--- src/rtl/sais_pkg.sv ---
package sais_pkg;
  typedef enum logic {
    PERSIST_SHORT = 1'b0,
    PERSIST_LONG  = 1'b1
  } persist_e;

  function automatic int unsigned cnt_width(input int unsigned max_n);
    int unsigned w;
    w = 1;
    while ((1 << w) <= max_n) w++;
    return w;
  endfunction
endpackage

--- src/rtl/sais_match.sv ---
module sais_match #(
  parameter int unsigned BYTE_W = 8
) (
  input  logic [BYTE_W-1:0] trace_byte,
  input  logic              line_ais,
  output logic              match
);
  localparam logic [BYTE_W-1:0] ALL_ONES = {BYTE_W{1'b1}};

  always_comb match = line_ais && (trace_byte == ALL_ONES);
endmodule

--- src/rtl/sais_persist.sv ---
module sais_persist
  import sais_pkg::*;
#(
  parameter int unsigned SHORT_N = 3,
  parameter int unsigned LONG_N  = 5
) (
  input  logic clk,
  input  logic rst,
  input  logic frame_stb,
  input  logic match,
  input  logic persist_sel,
  output logic live,
  output logic toggle
);
  localparam int unsigned MAX_N = (SHORT_N > LONG_N) ? SHORT_N : LONG_N;
  localparam int unsigned CW    = cnt_width(MAX_N);
  localparam logic [CW-1:0] SHORT_LAST = CW'(SHORT_N - 1);
  localparam logic [CW-1:0] LONG_LAST  = CW'(LONG_N - 1);

  logic [CW-1:0] cnt;
  logic [CW-1:0] last;
  logic          sel_q;
  logic          sel_chg;
  logic          take;

  always_comb begin
    last    = (persist_e'(persist_sel) == PERSIST_LONG) ? LONG_LAST : SHORT_LAST;
    sel_chg = persist_sel != sel_q;
    take    = frame_stb && !sel_chg;
    toggle  = take && (match != live) && (cnt == last);
  end

  always_ff @(posedge clk) begin
    if (rst) begin
      cnt   <= '0;
      live  <= 1'b0;
      sel_q <= persist_sel;
    end else begin
      sel_q <= persist_sel;
      if (sel_chg) begin
        cnt <= '0;
      end else if (take) begin
        if (match == live) begin
          cnt <= '0;
        end else if (toggle) begin
          cnt  <= '0;
          live <= ~live;
        end else begin
          cnt <= cnt + 1'b1;
        end
      end
    end
  end

  // the count never reaches the selected persistence value
  a_r6_cnt_bound: assert property (@(posedge clk) disable iff (rst)
    cnt <= last || sel_chg);

  // an agreeing frame leaves the count at zero
  a_r6_agree_resets: assert property (@(posedge clk) disable iff (rst)
    (take && match == live) |=> cnt == '0);

  // live changes only at an edge that sampled a frame strobe
  a_r1_strobe_only: assert property (@(posedge clk) disable iff (rst)
    !frame_stb |=> $stable(live));

  // a select change discards the frame and clears the count
  a_r8_sel_reset: assert property (@(posedge clk) disable iff (rst)
    sel_chg |=> (cnt == '0) && $stable(live));
endmodule

--- src/rtl/sais_status.sv ---
module sais_status (
  input  logic clk,
  input  logic rst,
  input  logic set_evt,
  input  logic stat_clr,
  input  logic irq_mask,
  output logic status,
  output logic irq
);
  logic status_nxt;

  always_comb begin
    if (set_evt)       status_nxt = 1'b1;
    else if (stat_clr) status_nxt = 1'b0;
    else               status_nxt = status;
  end

  always_ff @(posedge clk) begin
    if (rst) begin
      status <= 1'b0;
      irq    <= 1'b0;
    end else begin
      status <= status_nxt;
      irq    <= status_nxt && !irq_mask;
    end
  end

  // interrupt only with status present
  a_r5_irq_needs_status: assert property (@(posedge clk) disable iff (rst)
    irq |-> status);

  // a mask held high keeps the interrupt low
  a_r5_mask_blocks: assert property (@(posedge clk) disable iff (rst)
    irq_mask |=> !irq);

  // clear without a set event empties status
  a_r7_clear: assert property (@(posedge clk) disable iff (rst)
    (stat_clr && !set_evt) |=> !status);

  // a set event wins over a coincident clear
  a_r7_set_wins: assert property (@(posedge clk) disable iff (rst)
    set_evt |=> status);
endmodule

--- src/rtl/sais_detector.sv ---
module sais_detector #(
  parameter int unsigned BYTE_W  = 8,
  parameter int unsigned SHORT_N = 3,
  parameter int unsigned LONG_N  = 5
) (
  input  logic              clk,
  input  logic              rst,
  input  logic              frame_stb,
  input  logic [BYTE_W-1:0] trace_byte,
  input  logic              line_ais,
  input  logic              persist_sel,
  input  logic              irq_mask,
  input  logic              stat_clr,
  output logic              live,
  output logic              status,
  output logic              irq
);
  logic match;
  logic toggle;

  sais_match #(.BYTE_W(BYTE_W)) u_match (
    .trace_byte (trace_byte),
    .line_ais   (line_ais),
    .match      (match)
  );

  sais_persist #(.SHORT_N(SHORT_N), .LONG_N(LONG_N)) u_persist (
    .clk         (clk),
    .rst         (rst),
    .frame_stb   (frame_stb),
    .match       (match),
    .persist_sel (persist_sel),
    .live        (live),
    .toggle      (toggle)
  );

  sais_status u_status (
    .clk      (clk),
    .rst      (rst),
    .set_evt  (toggle),
    .stat_clr (stat_clr),
    .irq_mask (irq_mask),
    .status   (status),
    .irq      (irq)
  );

  // any live transition leaves status set
  a_r4_status_on_change: assert property (@(posedge clk) disable iff (rst)
    (live != $past(live)) |-> status);

  // outputs clear while in reset
  a_r9_reset_state: assert property (@(posedge clk)
    $past(rst) |-> (!live && !status && !irq));
endmodule

--- config.mk ---
export PLATFORM = sky130hd
export DESIGN_NAME = sais_detector
export DESIGN_NICKNAME = d
export VERILOG_FILES = /design/src/rtl/sais_pkg.sv /design/src/rtl/sais_match.sv /design/src/rtl/sais_persist.sv /design/src/rtl/sais_status.sv /design/src/rtl/sais_detector.sv
export SDC_FILE = /design/constraint.sdc
export NUM_CORES = 1
export LEC_CHECK = 0
export BUFFER_PORTS_ARGS = -buffer_cell sky130_fd_sc_hd__buf_4
export CAP_MARGIN = 15
export CORE_AREA = 3 3 40 42
export CTS_CLUSTER_SIZE = 12
export DETAILED_ROUTE_END_ITERATION = 10
export DIE_AREA = 0 0 43 45
export GPL_TIMING_DRIVEN = 0
export HOLD_SLACK_MARGIN = 0.15
export PLACE_DENSITY_LB_ADDON = 0.2
export SYNTH_ARGS = -nofsm -noshare
export SYNTH_HDL_FRONTEND = slang
export SYNTH_SLANG_ARGS = --single-unit
--- constraint.sdc ---
create_clock -name clk -period 1.47 [get_ports clk]
set_clock_uncertainty 0.05 [all_clocks]
set_input_delay 0.147 -clock clk [delete_from_list [all_inputs] [get_ports clk]]
set_output_delay 0.147 -clock clk [all_outputs]
set_load 0.01 [all_outputs]
Word-level counts from Yosys, hierarchy flattened
Index checks and enable logic that the tools add are counted.

Flip-flop bits (word level): 7. Word-level logic and storage cells: 28. Bits of input ports: 15. Output and inout bits: 3.

Add/sub/neg operators: 1. Eq/ne operators: 5. Reduce and logical (&&, ||, !) cells: 9. Bitwise gates (word level): 3. Muxes and demuxes: 5.

Operators by type and width (number): 3-bit two-way mux (3); 8-bit == test, second input constant (1); 1-bit logical AND (5); 4-bit AND reduction (1); 3-bit by 1-bit adder with 3-bit output, second input constant (1); 3-bit == test (1); 1-bit inverter (3); 1-bit zero test (2); 1-bit two-way mux (2); 1-bit != test (2); 2-bit OR reduction (1); 1-bit == test (1).

Longest topological paths before layout
Gate-level depths: netlist of the first run.

Depth after elaboration: 7. Gate-level depth with buffers: 5. Gate-level depth less buffers: 5.

Modules after synthesis
A second synthesis of the first run with hierarchy kept.

Cell total of the unflattened synthesis: 39. Area total of the unflattened synthesis: 372.9 um^2.

Modules (own cells, without submodules): sais_persist (area an instance 272.8 um^2, cells an instance 29, instances 1, seq. area each 100.1 um^2); sais_status (area an instance 75.1 um^2, cells an instance 6, instances 1, seq. area each 40.0 um^2); sais_match (area an instance 25.0 um^2, cells an instance 4, instances 1, seq. area each 0.0 um^2).

Least setup slack after synthesis of the first run
Ideal clock, no wire load.

Kind: flip-flop to flip-flop. Start point: register u_persist.cnt[2]. End point: register u_persist.live. Arrival time: 1281 ps. Required time: 1306 ps. Cell stages (with the launch flop): 5. Library setup time: 114 ps. Path buffers: 0. Slack: 25 ps. Clock period less this slack: 1445 ps. Cells stage by stage: dfxtp_1 > or4b_4 > a21oi_4 > mux2i_1 > nor2_1.

Longest elaborated chain between the ends: 3.

Ends and longest elaborated chain: start: declaration (RTL line sais_persist.sv:20) `logic [CW-1:0] cnt;`; start signal: assignment (RTL line sais_persist.sv:49) `cnt <= cnt + 1'b1;`; 3-bit == test (RTL line sais_persist.sv:30) `toggle = take && (match != live) && (cnt == last);`; 1-bit logical AND (RTL line sais_persist.sv:30); 4-bit AND reduction (no line); end signal: assignment (RTL line sais_persist.sv:47) `live <= ~live;`; end: declaration (RTL line sais_persist.sv:12) `output logic live,`.

No other way between the ends. A chain may end at the register's enable or synchronous reset.

Worst setup path after layout of the first run
Start point: register u_persist.sel_q. End point: register u_persist.live.

Longest elaborated chain between the ends: 6. Elaborated cells between the ends (all ways): 7. Those cells by class: eq/ne: 1; bitwise: 1; reduce/logical: 5.

Ends and longest elaborated chain: start: declaration (RTL line sais_persist.sv:22) `logic sel_q;`; start signal: assignment (RTL line sais_persist.sv:37) `sel_q <= persist_sel;`; start signal: assignment (RTL line sais_persist.sv:39) `sel_q <= persist_sel;`; 1-bit != test (*) (RTL line sais_persist.sv:28) `sel_chg = persist_sel != sel_q;`; 1-bit zero test (RTL line sais_persist.sv:29) `take = frame_stb && !sel_chg;`; 1-bit logical AND (RTL line sais_persist.sv:29); 1-bit logical AND (2 in series) (RTL line sais_persist.sv:30); 4-bit AND reduction (no line) (*).

Mark *: on every way between the ends. The rest lies on a longest branch, timed or not.

==> metrics.log, run 1 <==
INFO  metric result_of_the_run = finished, final reports clean
INFO  metric holdCritPathClass = input pin to register
INFO  metric worst_slew_pin_slew = around 0.39 ns
INFO  metric fin_area = 651.9 sq um
INFO  metric synth_compound_area_frac = 0.2553
INFO  metric final_nets = 86
INFO  metric grt_pass1_wl = around 1500 um
INFO  metric post_synth_mux_area_share = 0.02402
INFO  metric global_route.usage.total = 0.1017
INFO  metric synth-simple-area-share = 0.3243
INFO  metric fp.coreArea = ~1300 sq um
INFO  metric postRouteWirelength = 953 um
INFO  metric area_growth = 56.46%
INFO  metric max-cap-violations = 0
INFO  metric insertedDiodeCount = 0
INFO  metric critical_path.cell_chain = or4b_4 > a21oi_4 > mux2i_1 > nor2_1
INFO  metric cp-start-kind = register
INFO  metric finalCoreUtilization = 0.5073
INFO  metric dp_slack = -0.05437 ns
INFO  metric synth_largest_type_area_fraction = 0.3363
INFO  metric clkSinkCount = 7
INFO  metric yosys-top-cells-area = sky130_fd_sc_hd__dfxtp_1 34%, sky130_fd_sc_hd__nand2b_1 7.5%, sky130_fd_sc_hd__nor4_4 5.1%
INFO  metric worst_ir_drop_vdd = 410.0 uV
INFO  metric detailedPlacementHpwl = between 700 and 800 um
INFO  metric core.rowCount = 13
INFO  metric power_density = 662.9 nW/um^2
INFO  metric timing.final.ws_setup = about 0.027 ns
INFO  metric post-synth-top-count-cell = sky130_fd_sc_hd__dfxtp_1
INFO  metric synth_seq_area_share = 0.3363
INFO  metric top_cell_type_by_total_area_after_synthesis = sky130_fd_sc_hd__dfxtp_1
INFO  metric routabilityCongestion = 0.6640
INFO  metric drt-vias-per-instance = around 5
INFO  metric report.final.hold_viol_count = 0
INFO  metric synth_edf_count = 0
INFO  metric dr.pass1.iters = 2
INFO  metric floorplan.die_area = 1935 sq um
INFO  metric cts_bufs_inserted = 3
INFO  metric cp-end-kind = register
INFO  metric io-pin-count = 18
INFO  metric post-route-period-util = 0.9819
INFO  metric cts.path.max_buffers = 2
INFO  metric main_combinational_cell_family_by_area_after_synthesis = simple AND/OR/NAND/NOR gates
INFO  metric wl_per_cell = ~11 um
INFO  metric rsz0062_at_grt = true
INFO  metric post_route_cells_drive_above_1_share = 0.4348
INFO  metric crit_slowest_cell = sky130_fd_sc_hd__or4b_4
INFO  metric buffers_plus_inverters_on_the_worst_setup_path = 0
INFO  metric antenna_found_initial = 0
INFO  metric yosys.area_share.adder = 0.03003
INFO  metric placed_cell_area = 563.0 sq um
INFO  metric syn_area = ~420 sq um
INFO  metric insertion_delay = 0.26 ns
INFO  metric xor_and_xnor_area_share_after_synthesis = 0.02102
INFO  metric cts_setup_buffers = 0
INFO  metric die_y = roughly 45 um
INFO  metric cell_count_after_synthesis = 43
INFO  metric syn-num-nets = approximately 60
INFO  metric relSlewSlack = 0.7399
INFO  metric synth-async-reset-ratio = 0
INFO  metric yosysWarningCount = 0
INFO  metric floorplan.initialDensity = 0.3242
INFO  metric cpLargestDelayFamily = simple AND/OR/NAND/NOR gates
INFO  metric cts_root_buf = sky130_fd_sc_hd__clkbuf_4
INFO  metric portBuffers = 17
INFO  metric fp.dieW = around 43 um
INFO  metric cts_tree = done
INFO  metric routed-via-count = 418
INFO  metric clkTransAtPathRegs = 0.06 ns
INFO  metric layout_min_cycle_time = roughly 1.4 ns
INFO  metric power_leakage = roughly 0.24 nW
INFO  metric crit_path_max_incr_delay = ~0.53 ns
INFO  metric first_global_vias = ~390
INFO  metric final-setup-viol-count = 0
INFO  metric drt_drc_violations_left = 0
INFO  metric crit_path_max_fanout = 3
INFO  metric number_of_nets_with_antenna_violations_after_detailed_routing = 0
INFO  metric count_of_final_max_slew_check_failures = 0
INFO  metric htree_levels = 1
INFO  metric grt_overflow_total = 0
INFO  metric synth_cell_type_count = 26
INFO  metric synthesis.area_per_instance = 9.690 sq um
INFO  metric synth_seq_cells = 7
INFO  metric synth.top_cells.by_count = 7 x sky130_fd_sc_hd__dfxtp_1, 5 x sky130_fd_sc_hd__nand2b_1, 3 x sky130_fd_sc_hd__a21oi_1, 3 x sky130_fd_sc_hd__nor2_1
INFO  metric detailedRoute.firstIterationViolations = 1
INFO  metric top_flip_flop_cell_by_instance_count_after_synthesis = sky130_fd_sc_hd__dfxtp_1
INFO  metric timing.fmax = ~690 MHz
INFO  metric worst-endpoint-arrival = 1.55 ns
INFO  metric setup.worst_path.class = register to register
INFO  metric cp.required = ~1.6 ns
INFO  metric maximum_number_of_pins_on_one_net_before_global_route_repair = 8
## cell type report
| cell class | instances | area (sq um) |
|---|---|---|
| fillers | 129 | 633.1 |
| multi-input cells | 35 | 276.5 |
| repair buffers | 22 | 177.7 |
| flip-flops and latches | 7 | 148.9 |
| clock buffers | 4 | 26.28 |
| well taps | 15 | 18.77 |
| inverters | 1 | 3.754 |
## worst reg2reg max path: cells and delay by family, from the launching register on
kind               cells  cell delay (ns)
DFF                    1             0.33
AOI/OAI and AO/OA      1             0.19
muxes                  1             0.20
and+or+nand+nor        2             0.58
## registers in the layout (all words and copies together), names as in the netlist
name / count
u_persist.cnt: 3
u_persist.live: 1
u_status.status: 1
u_status.irq: 1
u_persist.sel_q: 1
## layout by cell type (no fill, tap or decap), drive strengths merged, types with 2 or more instances in the layout
| cell type | count |
|---|---|
| buf | 17 |
| dfxtp | 7 |
| nand2b | 5 |
| dlygate4sd3 | 5 |
| clkbuf | 4 |
| a21oi | 4 |
| nor2 | 3 |
| nand2 | 2 |
| a31oi | 2 |
| o2111ai | 2 |
| or2b | 2 |
## per-stage QoR
stage / power [mW] / instances / TNS [ns] / hold WS (ns)
finish: 0.4322 / 84 / 0 / 0.2410
floorplan: 0.2115 / 43 / 0 / 0.1247
detailed placement: 0.2467 / 75 / -0.07511 / 0.2522
global placement: 0.2457 / 75 / -0.06837 / 0.2515
global route: 0.4425 / 84 / -0.05950 / 0.2718
CTS: 0.4337 / 84 / 0 / 0.2349
## timing repair
action / 4_1_cts / 5_1_grt
setup endpoints to repair: 3 / 3
pin swaps: 1 / 2
hold buffers: 5 / 0
hold endpoints to repair: 5 / 0
resized for setup: 1 / 5
## layer usage
layer  track usage  part of all wire  vias up
li1              -                 -      215
met1        0.1353              0.45      192
met2        0.1557              0.48       11
met3       0.03187             0.069        0
met4       0.03614                 0        0
met5             0                 0        -
## power by group
part	switching (mW)	internal, mW
sequential	0.00134	0.188
clock	0.0784	0.104
combinational	0.0205	0.0399
## final timing paths
kind	startpoint	slack (ns)	cells past startpoint	endpoint
max reg2reg	u_persist.sel_q	0.03	4	u_persist.live
max	u_persist.sel_q	0.03	4	u_persist.live
min reg2reg	u_persist.cnt[1]	0.46	2	u_persist.cnt[1]
min	persist_sel	0.24	4	u_persist.cnt[2]
## cell families (layout without fill, tap and decap cells)
kind of cell	after synthesis	count (layout)
buffers and inverters	1	27
adder cells (fa/ha/maj)	1	1
flip-flops	7	7
XOR/XNOR	1	1
AND/OR/NAND/NOR	19	19
AO/OA/AOI/OAI	13	13
multiplexers	1	1
(Power assumes the default switching activity.)
==> inputs of run 2 (changes only) <==
- BUFFER_PORTS_ARGS: -buffer_cell sky130_fd_sc_hd__buf_4 -> default
- DONT_BUFFER_PORTS: default -> 1
==> run 2 against run 1 <==
The flow now finishes with violations (hold timing). Wire length up 7.6%. Design area down 23%. Sequential share of layout area up 6.9 points. Die area unchanged. Hold slack worse by 0.35 ns. Final cell count down 23%. Critical path depth unchanged. Clock power up 7%. First-iteration DRC count rose to 10 times the previous value. Via count down 11%. Power down 5.1%. Critical endpoint is now u_status.irq. Largest power group is now the clock network.
==> metrics.log, run 2 (synthesized netlist as in run 1, its figures left out) <==
INFO  metric result_of_the_run = finished, violations left
INFO  metric violated_checks = hold timing
INFO  metric insertion_delay = around 0.27 ns
INFO  metric final_cell_mix = 5 x sky130_fd_sc_hd__nand2b_1, 4 x sky130_fd_sc_hd__dfxtp_1
INFO  metric cts_hold_buffers = 3
INFO  metric power.share.switching = 0.2539
INFO  metric cts_tree = done
INFO  metric cts_bufs_inserted = 3
INFO  metric wl_per_cell = between 15 and 20 um
INFO  metric cp-end-kind = register
INFO  metric worst-path-stages = 4
INFO  metric insertedDiodeCount = 0
INFO  metric io-pin-count = 18
INFO  metric crit_slowest_cell = sky130_fd_sc_hd__or4b_4
INFO  metric dr.pass1.iters = 4
INFO  metric area_growth = 20.12%
INFO  metric reg2regPathDepth = 4
INFO  metric final-setup-viol-count = 0
INFO  metric count_of_placed_standard_cells_including_taps = 58
INFO  metric drt_drc_violations_left = 0
INFO  metric cts_setup_buffers = 0
INFO  metric cp.required = ~1.6 ns
INFO  metric relSlewSlack = 0.7565
INFO  metric timing.fmax = 689.0 MHz
INFO  metric drt-vias-per-instance = between 5 and 6
INFO  metric power_density = about 820 nW/um^2
INFO  metric clock_power_share = 0.476
INFO  metric finalCoreUtilization = 0.3895
INFO  metric report.power.total = between 0.4 and 0.5 mW
INFO  metric registers.top_by_ff_count = u_persist.cnt
INFO  metric cts_root_buf = sky130_fd_sc_hd__clkbuf_4
INFO  metric buffers_plus_inverters_on_the_worst_setup_path = 0
INFO  metric floorplan.die_area = between 1500 and 2000 sq um
INFO  metric power.internal = 0.3061 mW
INFO  metric final_common_cell = sky130_fd_sc_hd__nand2b_1
INFO  metric power_leakage = 0.1453 nW
INFO  metric fp.dieW = around 43 um
INFO  metric layout.cells.non_filler = 65
INFO  metric holdCritPathClass = input pin to register
INFO  metric post-route-period-util = 0.9873
INFO  metric floorplan.initialDensity = 0.3242
INFO  metric power.share.sequential = 0.461
INFO  metric clkTransAtPathRegs = about 0.060 ns
INFO  metric largest_register_ff_count = 3
INFO  metric routed-via-count = 370
INFO  metric report.final.hold_viol_count = 3
INFO  metric crit_path_max_incr_delay = approximately 0.5 ns
INFO  metric max-cap-violations = 0
INFO  metric worst_ir_drop_vdd = 466.4 uV
INFO  metric whs_path_depth = 1
INFO  metric fp.coreArea = roughly 1300 sq um
INFO  metric portBuffers = 0
INFO  metric cts.path.max_buffers = 2
INFO  metric crit_path_max_fanout = 7
INFO  metric critical_path.cell_chain = or4b_4 > a21oi_4 > o21ai_2 > a211oi_2
INFO  metric grt_overflow_total = 0
INFO  metric clkSinkCount = 7
INFO  metric post_route_cells_drive_above_1_share = 0.2400
INFO  metric grt_pass1_wl = roughly 1600 um
INFO  metric layout_min_cycle_time = about 1.5 ns
INFO  metric global_route.usage.total = 0.1179
INFO  metric pwr-share-comb = 0.062
INFO  metric finalHoldWorstSlack = -0.1078 ns
INFO  metric first_global_vias = ~360
INFO  metric core.rowCount = 13
INFO  metric count_of_final_max_slew_check_failures = 0
INFO  metric detailedRoute.firstIterationViolations = 10
INFO  metric rsz0062_at_grt = true
INFO  metric worst_slew_pin_slew = 0.3625 ns
INFO  metric maximum_number_of_pins_on_one_net_before_global_route_repair = 8
INFO  metric setup.worst_path.class = register to register
INFO  metric routabilityCongestion = around 0.77
INFO  metric number_of_nets_with_antenna_violations_after_detailed_routing = 0
INFO  metric postRouteWirelength = around 1000 um
INFO  metric cpLargestDelayFamily = simple AND/OR/NAND/NOR gates
INFO  metric die_y = around 45 um
INFO  metric antenna_found_initial = 0
INFO  metric netSwitchingPower = around 0.10 mW
INFO  metric worst-endpoint-arrival = 1.59 ns
INFO  metric cp-start-kind = register
INFO  metric final_nets = 67
INFO  metric htree_levels = 1
-- run 2: cell types whose count changed in the layout (fill, tap and decap cells not counted), sizes merged --
cell and delta:
buf -17, dlygate4sd3 -2
-- run 2: cell type report --
cell class	instances	area, sq um
Timing Repair Buffer	3	30.03
Tap cell	15	18.77
Clock buffer	4	26.28
Multi-Input combinational cell	35	272.8
Sequential cell	7	148.9
Fill cell	133	784.5
Inverter	1	3.754
-- run 2: path summary, 6_finish.rpt --
check                        start                to  slack [ns]
setup reg to reg  u_persist.cnt[2]      u_status.irq        0.02
hold / removal                 rst    u_persist.live       -0.11
hold reg to reg   u_persist.cnt[1]  u_persist.cnt[1]        0.47
setup / recovery  u_persist.cnt[2]      u_status.irq        0.02
-- run 2: worst reg2reg max path, cell delays in order, from the launching register on --
cell and delay [ns]:
sky130_fd_sc_hd__dfxtp_4 0.36, sky130_fd_sc_hd__or4b_4 0.50, sky130_fd_sc_hd__a21oi_4 0.17, sky130_fd_sc_hd__o21ai_2 0.09
sky130_fd_sc_hd__a211oi_2 0.20
-- run 2: metrics by stage --
step / area (sq um) / setup slack [ns] / setup TNS (ns)
floorplan: 416.7 / 0.02481 / 0
global placement: 435.4 / -0.03248 / -0.04315
detailed placement: 435.4 / -0.05044 / -0.07659
CTS: 495.5 / 0.003862 / 0
global route: 500.5 / -0.02867 / -0.02867
finish: 500.5 / 0.01870 / 0
-- run 2: layer usage --
metal  vias to the layer above  track usage  share of wire  routed length, um
li1                        182            -              -                  -
met4                         0      0.07831          0.054                 55
met5                         -            0              0                  0
met2                        19       0.2036           0.50                515
met1                       164       0.1195           0.35                361
met3                         5      0.04382          0.090                 92
-- run 2: what timing repair did --
action	4_1_cts	5_1_grt
endpoints found under the setup margin	3	4
pin swaps	2	0
endpoints found under the hold margin	7	5
resized for setup	2	3
-- run 2: power by group through the flow --
stage	Sequential [mW]	Combinational [mW]	Clock [mW]
finish	0.189	0.0256	0.195
global route	0.189	0.0281	0.200
CTS	0.191	0.0257	0.191
detailed placement	0.197	0.0175	0
global placement	0.197	0.0164	0
floorplan	0.196	0.0150	0
==> inputs of run 3 (changes only) <==
==> constraint.sdc (replaced) <==
create_clock -name clk -period 1.47 [get_ports clk]
set_clock_uncertainty 0.05 [all_clocks]
set_input_delay 0.2205 -clock clk [delete_from_list [all_inputs] [get_ports clk]]
set_output_delay 0.2205 -clock clk [all_outputs]
set_load 0.01 [all_outputs]
==> run 3 against run 2 <==
The run now ends clean. Utilization grew 3.9 points. Highest routed layer unchanged. Worst setup slack got worse by 0.0016 ns. Sequential cell count unchanged. Power rose by 1.9%. Clock-buffer cell count stayed put. Clock power decreased by 3%. Critical path depth did not move. Maximum frequency fell by 0.11%. Critical endpoint unchanged. Wire length is 5.1% higher. Register-to-register slack barely moved. Combinational power increased by 57%. Critical path type unchanged.
==> metrics.log, run 3 (synthesized netlist as in run 1, its figures left out) <==
INFO  metric report.power.total = approximately 0.42 mW
INFO  metric rsz0062_at_grt = true
INFO  metric antenna_found_initial = 0
INFO  metric relSlewSlack = 0.7557
INFO  metric multi_input_comb_area = roughly 270 sq um
INFO  metric cts_root_buf = sky130_fd_sc_hd__clkbuf_4
INFO  metric hp-start = frame_stb
INFO  metric worst_r2r_startpoint = u_persist.cnt[2]
INFO  metric largest_register_ff_count = 3
INFO  metric fin_area = between 500 and 600 sq um
INFO  metric worst_ir_drop_vdd = between 400 and 500 uV
INFO  metric routed-via-count = about 370
INFO  metric flop2flop_setup_slack = roughly 0.017 ns
INFO  metric final_nets = between 70 and 80
INFO  metric cp.required = roughly 1.6 ns
INFO  metric clkSinkCount = 7
INFO  metric setup_tns = 0 ns
INFO  metric count_of_final_max_slew_check_failures = 0
INFO  metric final_common_cell = sky130_fd_sc_hd__dlygate4sd3_1
INFO  metric count_of_placed_standard_cells_including_taps = 58
INFO  metric clock_power_share = 0.451
INFO  metric seq_area = around 150 sq um
INFO  metric wl_per_cell = 15.39 um
INFO  metric whs_path_depth = 4
INFO  metric core.rowCount = 13
INFO  metric min_to = u_persist.cnt[2]
INFO  metric r2r_end = u_status.irq
INFO  metric power.share.sequential = 0.453
INFO  metric crit_path_max_incr_delay = 0.50 ns
INFO  metric post_route_cells_drive_above_1_share = 0.2364
INFO  metric fp.coreArea = about 1300 sq um
INFO  metric htree_levels = 1
INFO  metric power.share.switching = 0.2399
INFO  metric portBuffers = 0
INFO  metric final_cell_mix = 6 x sky130_fd_sc_hd__dlygate4sd3_1, 5 x sky130_fd_sc_hd__nand2b_1, 4 x sky130_fd_sc_hd__dfxtp_1
INFO  metric cts_tree = done
INFO  metric number_of_nets_with_antenna_violations_after_detailed_routing = 0
INFO  metric drt-vias-per-instance = between 5 and 6
INFO  metric result_of_the_run = finished, final reports clean
INFO  metric drt_drc_violations_left = 0
INFO  metric crit_slowest_cell = sky130_fd_sc_hd__or4b_4
INFO  metric grt_pass1_wl = approximately 1700 um
INFO  metric area_growth = 32.13%
INFO  metric floorplan.die_area = roughly 1900 sq um
INFO  metric layout_min_cycle_time = 1.453 ns
INFO  metric holdCritPathClass = input pin to register
INFO  metric detailedRoute.firstIterationViolations = 10
INFO  metric cp-start-kind = register
INFO  metric registers.top_by_ff_count = u_persist.cnt
INFO  metric dr.pass1.iters = 4
INFO  metric timing.fmax = a little under 700 MHz
INFO  metric cpLargestDelayFamily = simple AND/OR/NAND/NOR gates
INFO  metric post-route-period-util = 0.9884
INFO  metric worst_slew_pin_slew = between 0.3 and 0.4 ns
INFO  metric clkTransAtPathRegs = around 0.06 ns
INFO  metric power_leakage = ~0.17 nW
INFO  metric global_route.usage.total = 0.1271
INFO  metric timing.final.ws_setup = between 0.015 and 0.02 ns
INFO  metric layout.cells.non_filler = 70
INFO  metric cp-end-kind = register
INFO  metric io-pin-count = 18
INFO  metric grt_overflow_total = 0
INFO  metric final-setup-viol-count = 0
INFO  metric maximum_number_of_pins_on_one_net_before_global_route_repair = 8
INFO  metric reg2regPathDepth = 4
INFO  metric worst-endpoint-arrival = 1.58 ns
INFO  metric max-cap-violations = 0
INFO  metric crit_path_max_fanout = 7
INFO  metric insertedDiodeCount = 0
INFO  metric cts.path.max_buffers = 2
INFO  metric routabilityCongestion = 0.7729
INFO  metric netSwitchingPower = between 0.1 and 0.15 mW
INFO  metric power_density = between 700 and 800 nW/um^2
INFO  metric postRouteWirelength = between 1000 and 1500 um
INFO  metric buffers_plus_inverters_on_the_worst_setup_path = 0
INFO  metric floorplan.initialDensity = 0.3242
INFO  metric first_global_vias = approximately 380
INFO  metric power.internal = about 0.32 mW
INFO  metric pwr-share-comb = 0.096
INFO  metric cts_bufs_inserted = 3
INFO  metric insertion_delay = 0.26 ns
INFO  metric placed_cell_area = 435.4 sq um
INFO  metric die_y = 45 um
INFO  metric report.final.hold_viol_count = 0
INFO  metric fp.dieW = 43 um
INFO  metric dp_slack = -0.05044 ns
INFO  metric setup.worst_path.class = register to register
INFO  metric critical_path.cell_chain = or4b_4 > a21oi_4 > o21ai_2 > a211oi_2
INFO  metric fill_cells = ~130
[run 3: cell count changes in the layout (fill, tap and decap cells not counted), sizes merged]
cell and change:
dlygate4sd3 +3, buf +1, dlymetal6s4s +1
[run 3: power by group through the flow]
| stage | registers [mW] | clock network [mW] | logic (mW) |
|---|---|---|---|
| after floorplan | 0.196 | 0 | 0.0150 |
| after global placement | 0.197 | 0 | 0.0164 |
| after detailed placement | 0.197 | 0 | 0.0175 |
| after CTS | 0.191 | 0.191 | 0.0359 |
| after global routing | 0.189 | 0.200 | 0.0440 |
| final | 0.189 | 0.189 | 0.0402 |
[run 3: cell type report]
| cell class | count | share of cell area |
|---|---|---|
| sequential | 7 | 0.2705 |
| timing repair buffer | 8 | 0.1455 |
| multi-input combinational | 35 | 0.4955 |
| inverter | 1 | 0.006818 |
| tap | 15 | 0.03409 |
| clock buffer | 4 | 0.04773 |
[run 3: worst reg2reg max path, delay by kind of cell, from the launching register on]
kind	cells	cell delay, ns
AOI/OAI and AO/OA	3	0.46
DFF	1	0.37
and+or+nand+nor	1	0.50
[run 3: worst max path at each step]
| stage | startpoint | to | slack, ns | cells past startpoint |
|---|---|---|---|---|
| after floorplan | u_persist.cnt[2] | u_persist.live | 0.02 | 4 |
| after global placement | u_persist.cnt[2] | u_persist.live | -0.03 | 4 |
| after detailed placement | u_persist.cnt[2] | u_persist.live | -0.05 | 4 |
| after CTS | u_persist.cnt[1] | u_persist.live | 0.0001 | 4 |
| after global routing | u_persist.cnt[2] | u_status.irq | -0.03 | 4 |
| final | u_persist.cnt[2] | u_status.irq | 0.02 | 4 |
[run 3: layer usage]
metal  global-route usage  vias to the layer above  routed length [um]
met4              0.05422                        0                  19
met1               0.1317                      164                 397
met2               0.2335                       17                 582
met5                    0                        -                   0
li1                     -                      191                   -
met3              0.04382                        2                  78
[run 3: metrics by stage]
step | utilization | hold slack [ns]
3_3_place_gp | 0.3389 | 0.1988
4_1_cts | 0.4167 | 0.1930
6_report | 0.4284 | 0.1982
5_1_grt | 0.4284 | 0.2324
3_5_place_dp | 0.3389 | 0.1987
2_1_floorplan | - | 0.1982
[run 3: what timing repair did]
item,in CTS,in global routing
gates resized for setup,2,4
hold endpoints to repair,7,0
buffers inserted,0,1
endpoints found under the setup margin,3,5
hold buffers,7,0
pin swaps,2,0
